## config.mk

```make
export PLATFORM = sky130hd
export DESIGN_NAME = st_frame_tx
export DESIGN_NICKNAME = d
export VERILOG_FILES = /design/src/rtl/st_tx_pkg.sv /design/src/rtl/st_tx_seq.sv /design/src/rtl/st_tx_fmt.sv /design/src/rtl/st_tx_coder.sv /design/src/rtl/st_frame_tx.sv
export SDC_FILE = /design/constraint.sdc
export NUM_CORES = 1
export LEC_CHECK = 0
export BUFFER_PORTS_ARGS = -buffer_cell sky130_fd_sc_hd__buf_2
export CORE_ASPECT_RATIO = 0.75
export CORE_UTILIZATION = 50
export CTS_CLUSTER_SIZE = 30
export DETAILED_ROUTE_END_ITERATION = 16
export PLACE_DENSITY = 0.78
export SLEW_MARGIN = 20
export SYNTH_ARGS = -nofsm -noshare
export SYNTH_HDL_FRONTEND = slang
export SYNTH_SLANG_ARGS = --single-unit
```

## constraint.sdc

```tcl
create_clock -name clk -period 3.2 [get_ports clk]
set_input_delay 0.32 -clock clk [delete_from_list [all_inputs] [get_ports clk]]
set_output_delay 0.32 -clock clk [all_outputs]
set_load 0.01 [all_outputs]
```

## src/rtl/st_tx_pkg.sv

```systemverilog
`timescale 1ns/1ps
package st_tx_pkg;

    localparam int OCT_W     = 8;
    localparam int NUM_D     = 4;

    // field start positions; each B/D/aux field is followed by one balancing slot
    localparam int P_B1A     = 2;
    localparam int P_D1      = P_B1A + OCT_W + 1;
    localparam int P_FA      = P_D1 + 2;
    localparam int P_B2A     = P_FA + 2;
    localparam int P_D2      = P_B2A + OCT_W + 1;
    localparam int P_B1B     = P_D2 + 2;
    localparam int P_D3      = P_B1B + OCT_W + 1;
    localparam int P_B2B     = P_D3 + 2;
    localparam int P_D4      = P_B2B + OCT_W + 1;
    localparam int FRAME_LEN = P_D4 + 2;
    localparam int POS_W     = $clog2(FRAME_LEN);

    typedef enum logic [1:0] {
        SYM_NONE = 2'b00,
        SYM_POS  = 2'b01,
        SYM_NEG  = 2'b10
    } sym_t;

    typedef enum logic [1:0] {
        K_FRM,
        K_FBAL,
        K_DATA,
        K_BAL
    } kind_t;

    typedef struct packed {
        logic [1:0][OCT_W-1:0] b1;
        logic [1:0][OCT_W-1:0] b2;
        logic [NUM_D-1:0]      d;
    } payload_t;

    function automatic logic is_bal_slot(input int p);
        return (p == P_D1 - 1) || (p == P_D1 + 1) || (p == P_FA + 1) ||
               (p == P_D2 - 1) || (p == P_D2 + 1) ||
               (p == P_D3 - 1) || (p == P_D3 + 1) ||
               (p == P_D4 - 1) || (p == P_D4 + 1);
    endfunction

    function automatic kind_t slot_kind(input logic [POS_W-1:0] pos);
        int p;
        p = int'(pos);
        if (p == 0)
            return K_FRM;
        else if (p == 1)
            return K_FBAL;
        else if (is_bal_slot(p))
            return K_BAL;
        else
            return K_DATA;
    endfunction

    function automatic logic [FRAME_LEN-1:0] pack_frame(input payload_t pl, input logic fa);
        logic [FRAME_LEN-1:0] v;
        v = '1;
        for (int i = 0; i < OCT_W; i++) begin
            v[P_B1A + i] = pl.b1[0][OCT_W-1-i];
            v[P_B2A + i] = pl.b2[0][OCT_W-1-i];
            v[P_B1B + i] = pl.b1[1][OCT_W-1-i];
            v[P_B2B + i] = pl.b2[1][OCT_W-1-i];
        end
        v[P_D1] = pl.d[0];
        v[P_D2] = pl.d[1];
        v[P_D3] = pl.d[2];
        v[P_D4] = pl.d[3];
        v[P_FA] = fa;
        return v;
    endfunction

    function automatic sym_t flip_pol(input sym_t s);
        return (s == SYM_POS) ? SYM_NEG : SYM_POS;
    endfunction

endpackage

```

## src/rtl/st_tx_seq.sv

```systemverilog
`timescale 1ns/1ps
module st_tx_seq
    import st_tx_pkg::*;
#(
    parameter int OFFSET = 2
) (
    input  logic             clk,
    input  logic             rst,
    input  logic             tick_i,
    input  logic             sync_i,
    output logic             emit_o,
    output logic [POS_W-1:0] pos_o
);
    localparam logic [POS_W-1:0] LAST_POS = POS_W'(FRAME_LEN - 1);
    localparam logic [POS_W-1:0] LOAD_POS = POS_W'((FRAME_LEN + 1 - OFFSET) % FRAME_LEN);

    logic [POS_W-1:0] pos_q;
    logic             arm_q;
    logic             run_q;
    logic             live;

    assign live   = arm_q && (run_q || (pos_q == '0));
    assign emit_o = tick_i && live;
    assign pos_o  = pos_q;

    always_ff @(posedge clk) begin
        if (rst) begin
            pos_q <= '0;
            arm_q <= 1'b0;
            run_q <= 1'b0;
        end else if (tick_i) begin
            if (live)
                run_q <= 1'b1;
            if (sync_i) begin
                pos_q <= LOAD_POS;
                arm_q <= 1'b1;
            end else if (pos_q == LAST_POS) begin
                pos_q <= '0;
            end else begin
                pos_q <= pos_q + 1'b1;
            end
        end
    end

    p_pos_range_r10: assert property (@(posedge clk) disable iff (rst)
        pos_q <= LAST_POS);

    p_wrap_r10: assert property (@(posedge clk) disable iff (rst)
        (tick_i && !sync_i && pos_q == LAST_POS) |=> (pos_q == '0));

endmodule

```

## src/rtl/st_tx_fmt.sv

```systemverilog
`timescale 1ns/1ps
module st_tx_fmt
    import st_tx_pkg::*;
#(
    parameter logic FA_VAL = 1'b0
) (
    input  logic             clk,
    input  logic             rst,
    input  logic             capture_i,
    input  logic             load_i,
    input  payload_t         pay_i,
    input  logic [POS_W-1:0] pos_i,
    output logic             bit_o,
    output kind_t            kind_o
);
    payload_t             stage_q;
    payload_t             act_q;
    logic [FRAME_LEN-1:0] line_w;

    always_ff @(posedge clk) begin
        if (rst) begin
            stage_q <= '0;
            act_q   <= '0;
        end else begin
            if (capture_i)
                stage_q <= pay_i;
            if (load_i)
                act_q <= stage_q;
        end
    end

    always_comb begin
        line_w = pack_frame(act_q, FA_VAL);
        bit_o  = line_w[pos_i];
        kind_o = slot_kind(pos_i);
    end

    p_act_hold_r8: assert property (@(posedge clk) disable iff (rst)
        (!load_i && !$past(rst)) |=> (act_q == $past(act_q)));

endmodule

```

## src/rtl/st_tx_coder.sv

```systemverilog
`timescale 1ns/1ps
module st_tx_coder
    import st_tx_pkg::*;
(
    input  logic       clk,
    input  logic       rst,
    input  logic       tick_i,
    input  logic       emit_i,
    input  kind_t      kind_i,
    input  logic       bit_i,
    output logic [1:0] sym_o,
    output logic       frame_o
);
    sym_t sym_q;
    sym_t pol_q;
    logic odd_q;
    logic frm_q;

    always_ff @(posedge clk) begin
        if (rst) begin
            sym_q <= SYM_NONE;
            pol_q <= SYM_POS;
            odd_q <= 1'b0;
            frm_q <= 1'b0;
        end else if (tick_i) begin
            sym_q <= SYM_NONE;
            frm_q <= 1'b0;
            if (emit_i) begin
                case (kind_i)
                    K_FRM: begin
                        sym_q <= SYM_POS;
                        frm_q <= 1'b1;
                        odd_q <= 1'b0;
                    end
                    K_FBAL: begin
                        sym_q <= SYM_NEG;
                        pol_q <= SYM_POS;
                        odd_q <= 1'b0;
                    end
                    K_DATA: begin
                        if (!bit_i) begin
                            sym_q <= pol_q;
                            pol_q <= flip_pol(pol_q);
                            odd_q <= ~odd_q;
                        end
                    end
                    default: begin
                        if (odd_q) begin
                            sym_q <= pol_q;
                            pol_q <= flip_pol(pol_q);
                        end
                        odd_q <= 1'b0;
                    end
                endcase
            end
        end
    end

    assign sym_o   = sym_q;
    assign frame_o = frm_q;

    // observation state for the polarity checks
    logic new_q, fb_q, lastfb_q, seen_q;
    sym_t lastp_q;

    always_ff @(posedge clk) begin
        if (rst) begin
            new_q    <= 1'b0;
            fb_q     <= 1'b0;
            lastfb_q <= 1'b0;
            seen_q   <= 1'b0;
            lastp_q  <= SYM_NONE;
        end else begin
            new_q <= tick_i;
            if (tick_i) begin
                fb_q <= emit_i && (kind_i == K_FBAL);
                if (sym_q != SYM_NONE) begin
                    lastp_q  <= sym_q;
                    lastfb_q <= fb_q;
                    seen_q   <= 1'b1;
                end
            end
        end
    end

    p_frame_pos_r3: assert property (@(posedge clk) disable iff (rst)
        frm_q |-> (sym_q == SYM_POS));

    p_alternate_r6: assert property (@(posedge clk) disable iff (rst)
        (new_q && seen_q && sym_q != SYM_NONE && !frm_q && !fb_q && !lastfb_q)
        |-> (sym_q != lastp_q));

    p_first_zero_r6: assert property (@(posedge clk) disable iff (rst)
        (new_q && sym_q != SYM_NONE && lastfb_q && !frm_q) |-> (sym_q == SYM_POS));

    p_code_r2: assert property (@(posedge clk) disable iff (rst)
        sym_o != 2'b11);

endmodule

```

## src/rtl/st_frame_tx.sv

```systemverilog
`timescale 1ns/1ps
module st_frame_tx
    import st_tx_pkg::*;
#(
    parameter int   OFFSET = 2,
    parameter logic FA_VAL = 1'b0
) (
    input  logic                      clk,
    input  logic                      rst,
    input  logic                      bit_en_i,
    input  logic                      frm_sync_i,
    input  logic [2*OCT_W-1:0]        b1_i,
    input  logic [2*OCT_W-1:0]        b2_i,
    input  logic [NUM_D-1:0]          d_i,
    output logic [1:0]                sym_o,
    output logic                      frame_o
);
    logic             emit;
    logic [POS_W-1:0] pos;
    logic             bit_w;
    kind_t            kind_w;
    payload_t         pay;
    logic             capture;
    logic             load;

    always_comb begin
        pay.b1[0] = b1_i[OCT_W-1:0];
        pay.b1[1] = b1_i[2*OCT_W-1:OCT_W];
        pay.b2[0] = b2_i[OCT_W-1:0];
        pay.b2[1] = b2_i[2*OCT_W-1:OCT_W];
        pay.d     = d_i;
    end

    assign capture = bit_en_i && frm_sync_i;
    assign load    = emit && (pos == '0);

    st_tx_seq #(.OFFSET(OFFSET)) u_seq (
        .clk    (clk),
        .rst    (rst),
        .tick_i (bit_en_i),
        .sync_i (frm_sync_i),
        .emit_o (emit),
        .pos_o  (pos)
    );

    st_tx_fmt #(.FA_VAL(FA_VAL)) u_fmt (
        .clk       (clk),
        .rst       (rst),
        .capture_i (capture),
        .load_i    (load),
        .pay_i     (pay),
        .pos_i     (pos),
        .bit_o     (bit_w),
        .kind_o    (kind_w)
    );

    st_tx_coder u_coder (
        .clk     (clk),
        .rst     (rst),
        .tick_i  (bit_en_i),
        .emit_i  (emit),
        .kind_i  (kind_w),
        .bit_i   (bit_w),
        .sym_o   (sym_o),
        .frame_o (frame_o)
    );

    logic started_q;
    always_ff @(posedge clk) begin
        if (rst)
            started_q <= 1'b0;
        else if (frame_o)
            started_q <= 1'b1;
    end

    p_idle_r1: assert property (@(posedge clk) disable iff (rst)
        (!started_q && !frame_o) |-> (sym_o == 2'b00));

    p_fbal_neg_r4: assert property (@(posedge clk) disable iff (rst)
        (bit_en_i && frame_o) |=> (sym_o == 2'b10));

    p_hold_r11: assert property (@(posedge clk) disable iff (rst)
        !$past(bit_en_i) |-> ($stable(sym_o) && $stable(frame_o)));

endmodule

```

# Word-level counts from Yosys, hierarchy flattened
# Index checks and enable logic that the tools add are counted.
dict set report word_totals {
  regBits 86
  elab_cells 76
}
dict set report classes {
  n_addsub 1
  order_cmp 1
  n_eq_ne 15
  muxes 19
  n_bitwise 2
  reduce_logical 21
}
# operator n
set op_table {}
lappend op_table {{$eq 6x6->1 const B} 7}
lappend op_table {{$eq 6x5->1 const B} 3}
lappend op_table {{$mux 2} 8}
lappend op_table {{$logic_not 6->1} 2}
lappend op_table {{$mux 6} 2}
lappend op_table {{$pmux 2 s3} 2}
lappend op_table {{$logic_or 1x1->1} 9}
lappend op_table {{$lt 6x7->1 const B} 1}
lappend op_table {{$add 6x1->6 const B} 1}
lappend op_table {{$bmux 1 s6} 1}
lappend op_table {{$eq 6x2->1 const B} 1}
lappend op_table {{$mux 1} 6}
lappend op_table {{$reduce_and 5->1} 1}
lappend op_table {{$eq 2x1->1 const B} 2}
lappend op_table {{$logic_and 1x1->1} 4}
lappend op_table {{$reduce_and 2->1} 2}
lappend op_table {{$reduce_and 3->1} 1}
lappend op_table {{$reduce_bool 3->1} 1}
lappend op_table {{$eq 2x2->1 const B} 1}
lappend op_table {{$logic_not 2->1} 1}
lappend op_table {{$ne 2x2->1 const B} 1}
lappend op_table {{$not 1->1} 2}

# Depth between registers and ports, before layout
dict set report logic_depth {
  word_depth 15
  depth_mapped 14
  mapped_depth_nobuf 12
}

# Cells and area by module
# From an unflattened synthesis, not the netlist that was laid out.
dict set report hier_totals {
  cells_unflattened 385
  hier_area_um2 3708.6
}
# mod n_inst cells_each area_per_inst_um2 seq_area_each_um2
set by_module_without_submodules {}
lappend by_module_without_submodules {st_tx_fmt 1 293 2957.8 1441.4}
lappend by_module_without_submodules {st_tx_seq 1 55 435.4 160.2}
lappend by_module_without_submodules {st_tx_coder 1 34 286.5 120.1}
lappend by_module_without_submodules {st_frame_tx 1 3 28.8 0.0}

# Worst setup path after synthesis
# Ideal clock, no wire load.
dict set report synth_timing {
  kind {register to register}
  startpoint {reg u_seq.pos_q[1], in the netlist u_seq.pos_o[1]}
  endpoint {reg u_coder.pol_q[1]}
  setup_ns 0.121
  arrival_ns 2.582
  path_slack_ns 0.497
  path_stages_with_launch 15
  n_path_buf 2
  path_cell_list {dfxtp_1 > buf_2 > buf_2 > inv_1 > ha_1 > nor2_1 > a21oi_1 > a22oi_1 > nor2b_1 > o21ai_0 > ha_1 > inv_1 > o21ai_0 > a211o_1 > mux2_4}
}
dict set report synth_via {
  elab_chain_len 15
}
# element line
set synth_lines {}
lappend synth_lines {{start, declared} st_tx_seq.sv:17} ;# logic [POS_W-1:0] pos_q;
lappend synth_lines {{start signal, assigned} st_tx_seq.sv:40} ;# pos_q <= pos_q + 1'b1;
lappend synth_lines {{$eq 6x5->1} st_tx_pkg.sv:40} ;# return (p == P_D1 - 1) || (p == P_D1 + 1) || (p == P_FA + 1) ||
lappend synth_lines {{$logic_or 1x1->1 (3 in a row)} st_tx_pkg.sv:40}
lappend synth_lines {{$logic_or 1x1->1 (2 in a row)} st_tx_pkg.sv:41} ;# (p == P_D2 - 1) || (p == P_D2 + 1) ||
lappend synth_lines {{$logic_or 1x1->1 (2 in a row)} st_tx_pkg.sv:42} ;# (p == P_D3 - 1) || (p == P_D3 + 1) ||
lappend synth_lines {{$logic_or 1x1->1} st_tx_pkg.sv:43} ;# (p == P_D4 - 1) || (p == P_D4 + 1);
lappend synth_lines {{$mux 1} st_tx_pkg.sv:53} ;# else if (is_bal_slot(p))
lappend synth_lines {{$mux 2} st_tx_pkg.sv:51} ;# else if (p == 1)
lappend synth_lines {{$mux 2} st_tx_pkg.sv:49} ;# if (p == 0)
lappend synth_lines {{$eq 2x2->1 (tied with other cells)} st_tx_coder.sv:29} ;# case (kind_i)
lappend synth_lines {{$ne 2x2->1 (no source line) (tied with other cells)} --}
lappend synth_lines {{$reduce_and 5->1 (no source line)} --}
lappend synth_lines {{end signal, assigned} st_tx_coder.sv:43} ;# pol_q <= flip_pol(pol_q);
lappend synth_lines {{end signal, assigned} st_tx_coder.sv:50} ;# pol_q <= flip_pol(pol_q);
lappend synth_lines {{end, declared} st_tx_coder.sv:15} ;# sym_t pol_q;
# Parallel ways exist; a longest one is shown, timed or not. The select of a mux whose other input is x is not followed.
# A chain may end at the register's enable or synchronous reset.

# Worst setup path in the final report
dict set report layout_timing {
  startpoint {reg u_seq.pos_q[0], in the netlist u_seq.pos_o[0]}
  endpoint {reg u_coder.pol_q[1]}
}
# The elaborated chain is that of the path after synthesis.

==> reports/results.ini <==
[routing]
ant_nets = 0
drt-wirelength-per-cell_um = 13.0
route.detailed.drc = 0
route.vias.total = 3215
routed_wl_mm = 7.91
initialDrtViolationCount = 207
routed_via_density = 5.29
drt-pass1-iter-count = 5

[synth]
synth_fp_nets = 522
synthArstFlopShare_pct = 0
synth_flop_cell = dfxtp_1
synth_fa_ha_area_share_pct = 2.03
ys_seq_area_share_pct = 46.5
avgSynthCellArea_sq_um = 7.78
synthMuxAreaShare_pct = 4.66
synth_top_family_by_area = simple AND/OR/NAND/NOR gates
synth_area_sq_mm = 0.00370
synth_compound_area_share_pct = 17.7
synth-simple-area-share_pct = 24.6
netlist_instances = 476
synth-edff-count = 0
ys_ff_latch = 86
synth_cell_types = 48
yosys_warnings = 0
synth_xor_xnor_area_share_pct = 0.236

[timing]
timing.hold.ws_ns = 0.186
finalSetupViolCount = 0
slew_violations = 0
clock_skew_ns = 0.0105
worst_slack_ns = 0.560
rsz0062_at_grt = no
slew_headroom_pct = 47.0
tightest_slew_ns = 0.796
hold_violations = 0
post-route-min-period_ns = 2.64
finalSetupTns_ns = 0
post-route-period-util_pct = 82.5
max_freq_mhz = 379

[final_layout]
fillers = 642
nNetsFinal = 551
multiInputGateArea_sq_mm = 0.00182
final_cells = 608
drive_above_1_share_pct = 14.7
syn2layout_area_growth_pct = 12.7
seq_area_sq_mm = 0.00172
n_antenna_cell = 0

[flow_run]
drv_cap = 0

[power]
switching_share_pct = 25.3
ir_drop_v = 0.000270
p_sw_uw = 530
power.density_mw_per_mm2 = 503
p_seq_share_pct = 53.7
p_total_mw = 2.10
p_int_mw = 1.57
pwr-share-comb_pct = 9.8
power.share.clock_pct = 36.5
leakagePower_nw = 1.53

[global_routing]
use_met1_pct = 31.4
track_usage_pct = 22.4
grt-ovfl-total = 0
gr-max-usage-layer = met2
grt_pass1_vias = 2902
grt_max_degree = 75
met2_usage_pct = 33.0
use_met3_pct = 5.69
antenna_found_initial = 0
grt_pass1_wl_mm = 13.7

[critical_path]
r2r_cells = 12
critPathTopFamily = compound AO/OA/AOI/OAI gates
crit_chain = buf_4, ha_1, nor2_1, a21oi_1, a22oi_1, nor2b_1, o21ai_0, ha_1, inv_1, o21ai_0, a211o_1, mux2_4
cp_num_cells = 12
required_ns = 3.45
path_class = reg -> reg
crit_arrival_ns = 2.89
critPathLaunchType = flop
max_stage_delay_ns = 0.38
crit_slowest_cell = dfxtp_1
critPathCaptureType = flop
cp_max_fo = 16
path_buf_inv = 2
ff2ff_setup_slack_ns = 0.56

[placement]
pre_cts_ws_ns = 0.584
io_buffers = 42
numPlacedInstances = 592
gp_congestion = 0.897
hpwlAfterDp_mm = 5.39

[clock_network]
path_clk_slew_ns = 0.09
cts.path.max_buffers = 2
cts_max_level = 3
insertion_delay_ns = 0.36
cts_inserted_buffers = 9
post_cts_resized = 0
cts_tree = done
post_cts_buffers = 0
cts_hold_buf = 0
root_buffer = clkbuf_8
cts.sinks = 86

[floorplanning]
start_util_pct = 53.0
pin_count = 43
die_h_um = 76.5
die_w_um = 101
rows = 26
core_area_sq_mm = 0.00699
dieArea_sq_mm = 0.00776

[min_path]
hold_depth = 3
hold_path_class = in -> reg

[status]
outcome = completed

==> cell type report <==
type | instances | share of cell area (%)
flip-flops and latches | 86 | 41.2
multi-input cells | 350 | 43.7
clock inverters | 4 | 1.32
clock buffers | 12 | 3.48
inverters | 6 | 0.539
repair buffers | 52 | 6.83
well taps | 98 | 2.94
==> through the flow <==
stage | utilization [%] | instance area [sq um]
finish | 59.7 | 4180
floorplan | - | 3700
global route | 59.7 | 4180
CTS | 59.7 | 4180
global placement | 56.9 | 3980
detailed placement | 56.9 | 3980
==> placed cells by master, fill, tap and decap left out, drive strengths merged, types with 2 or more instances in the layout <==
cell,instances
or3,2
a31oi,4
o21ai,8
nor2,16
mux4,2
nand3b,2
nor3b,2
a311oi,3
nor2b,10
inv,7
nor3,5
o21bai,2
mux2i,9
clkbuf,12
buf,52
and2,3
nand2,156
nand2b,2
a21oi,84
mux2,3
a211oi,4
nand4,3
nand3,5
dfxtp,86
ha,6
nor4,2
==> cells in the mapped netlist (all sizes together), types with 2 or more instances <==
master,instances,area share (%)
and2,3,0.51
a311oi,3,0.71
mux2i,9,2.4
a211oi,4,0.81
or3,2,0.34
dfxtp,86,46
buf,10,1.3
mux2,3,1.0
a31oi,4,0.68
o21bai,2,0.41
nor3,5,0.68
inv,6,0.61
nand4,3,0.51
mux4,2,1.2
nand2b,2,0.34
o21ai,8,1.1
nand3,5,0.68
nor2,16,1.6
a21oi,84,11
nand3b,2,0.41
nor2b,10,1.7
nor3b,2,0.41
clkbuf,24,2.4
nand2,156,16
ha,6,2.0
nor4,2,0.51
==> tightest hold or removal path, stage by stage <==
cell and delay [ns]:
buf_2 0.10, nand2_1 0.05, a21oi_1 0.05
==> per-layer routing <==
metal  up-vias  part of all wire (%)
met3        12                   5.5
met4         0                   1.5
met5         -                     0
li1       1657                     -
met2        85                    43
met1      1461                    50
==> power groups by stage <==
stage / registers [mW] / clock network [mW] / logic [mW]
2_1_floorplan: 1.14 / 0 / 0.154
3_3_place_gp: 1.15 / 0 / 0.199
3_5_place_dp: 1.15 / 0 / 0.205
4_1_cts: 1.13 / 0.782 / 0.205
5_1_grt: 1.13 / 0.829 / 0.233
6_report: 1.13 / 0.766 / 0.206
==> worst paths after layout <==
path / from / end
hold / removal: d_i[0] / u_fmt.stage_q[0]
setup reg to reg: u_seq.pos_o[0] / u_coder.pol_q[1]
setup / recovery: u_seq.pos_o[0] / u_coder.pol_q[1]
hold reg to reg: u_fmt.stage_q[27] / u_fmt.act_q[27]
==> cell families (layout without fill, tap and decap cells) <==
group           count (synthesis)  in the layout
compound gates                116            116
xor+xnor                        1              1
fa+ha+maj                       6              6
buf+inv                        40             74
flops                          86             86
mux                            14             14
simple gates                  213            213
==> sequential cells by signal, summed over array words and instances, names as in the netlist <==
register	count
u_coder.odd_q	1
u_coder.frame_o	1
u_coder.pol_q	2
u_fmt.stage_q	36
u_fmt.act_q	36
u_seq.run_q	1
u_seq.pos_o	6
u_coder.sym_o	2
u_seq.arm_q	1
Note: power is estimated with default switching activity, not from simulation.
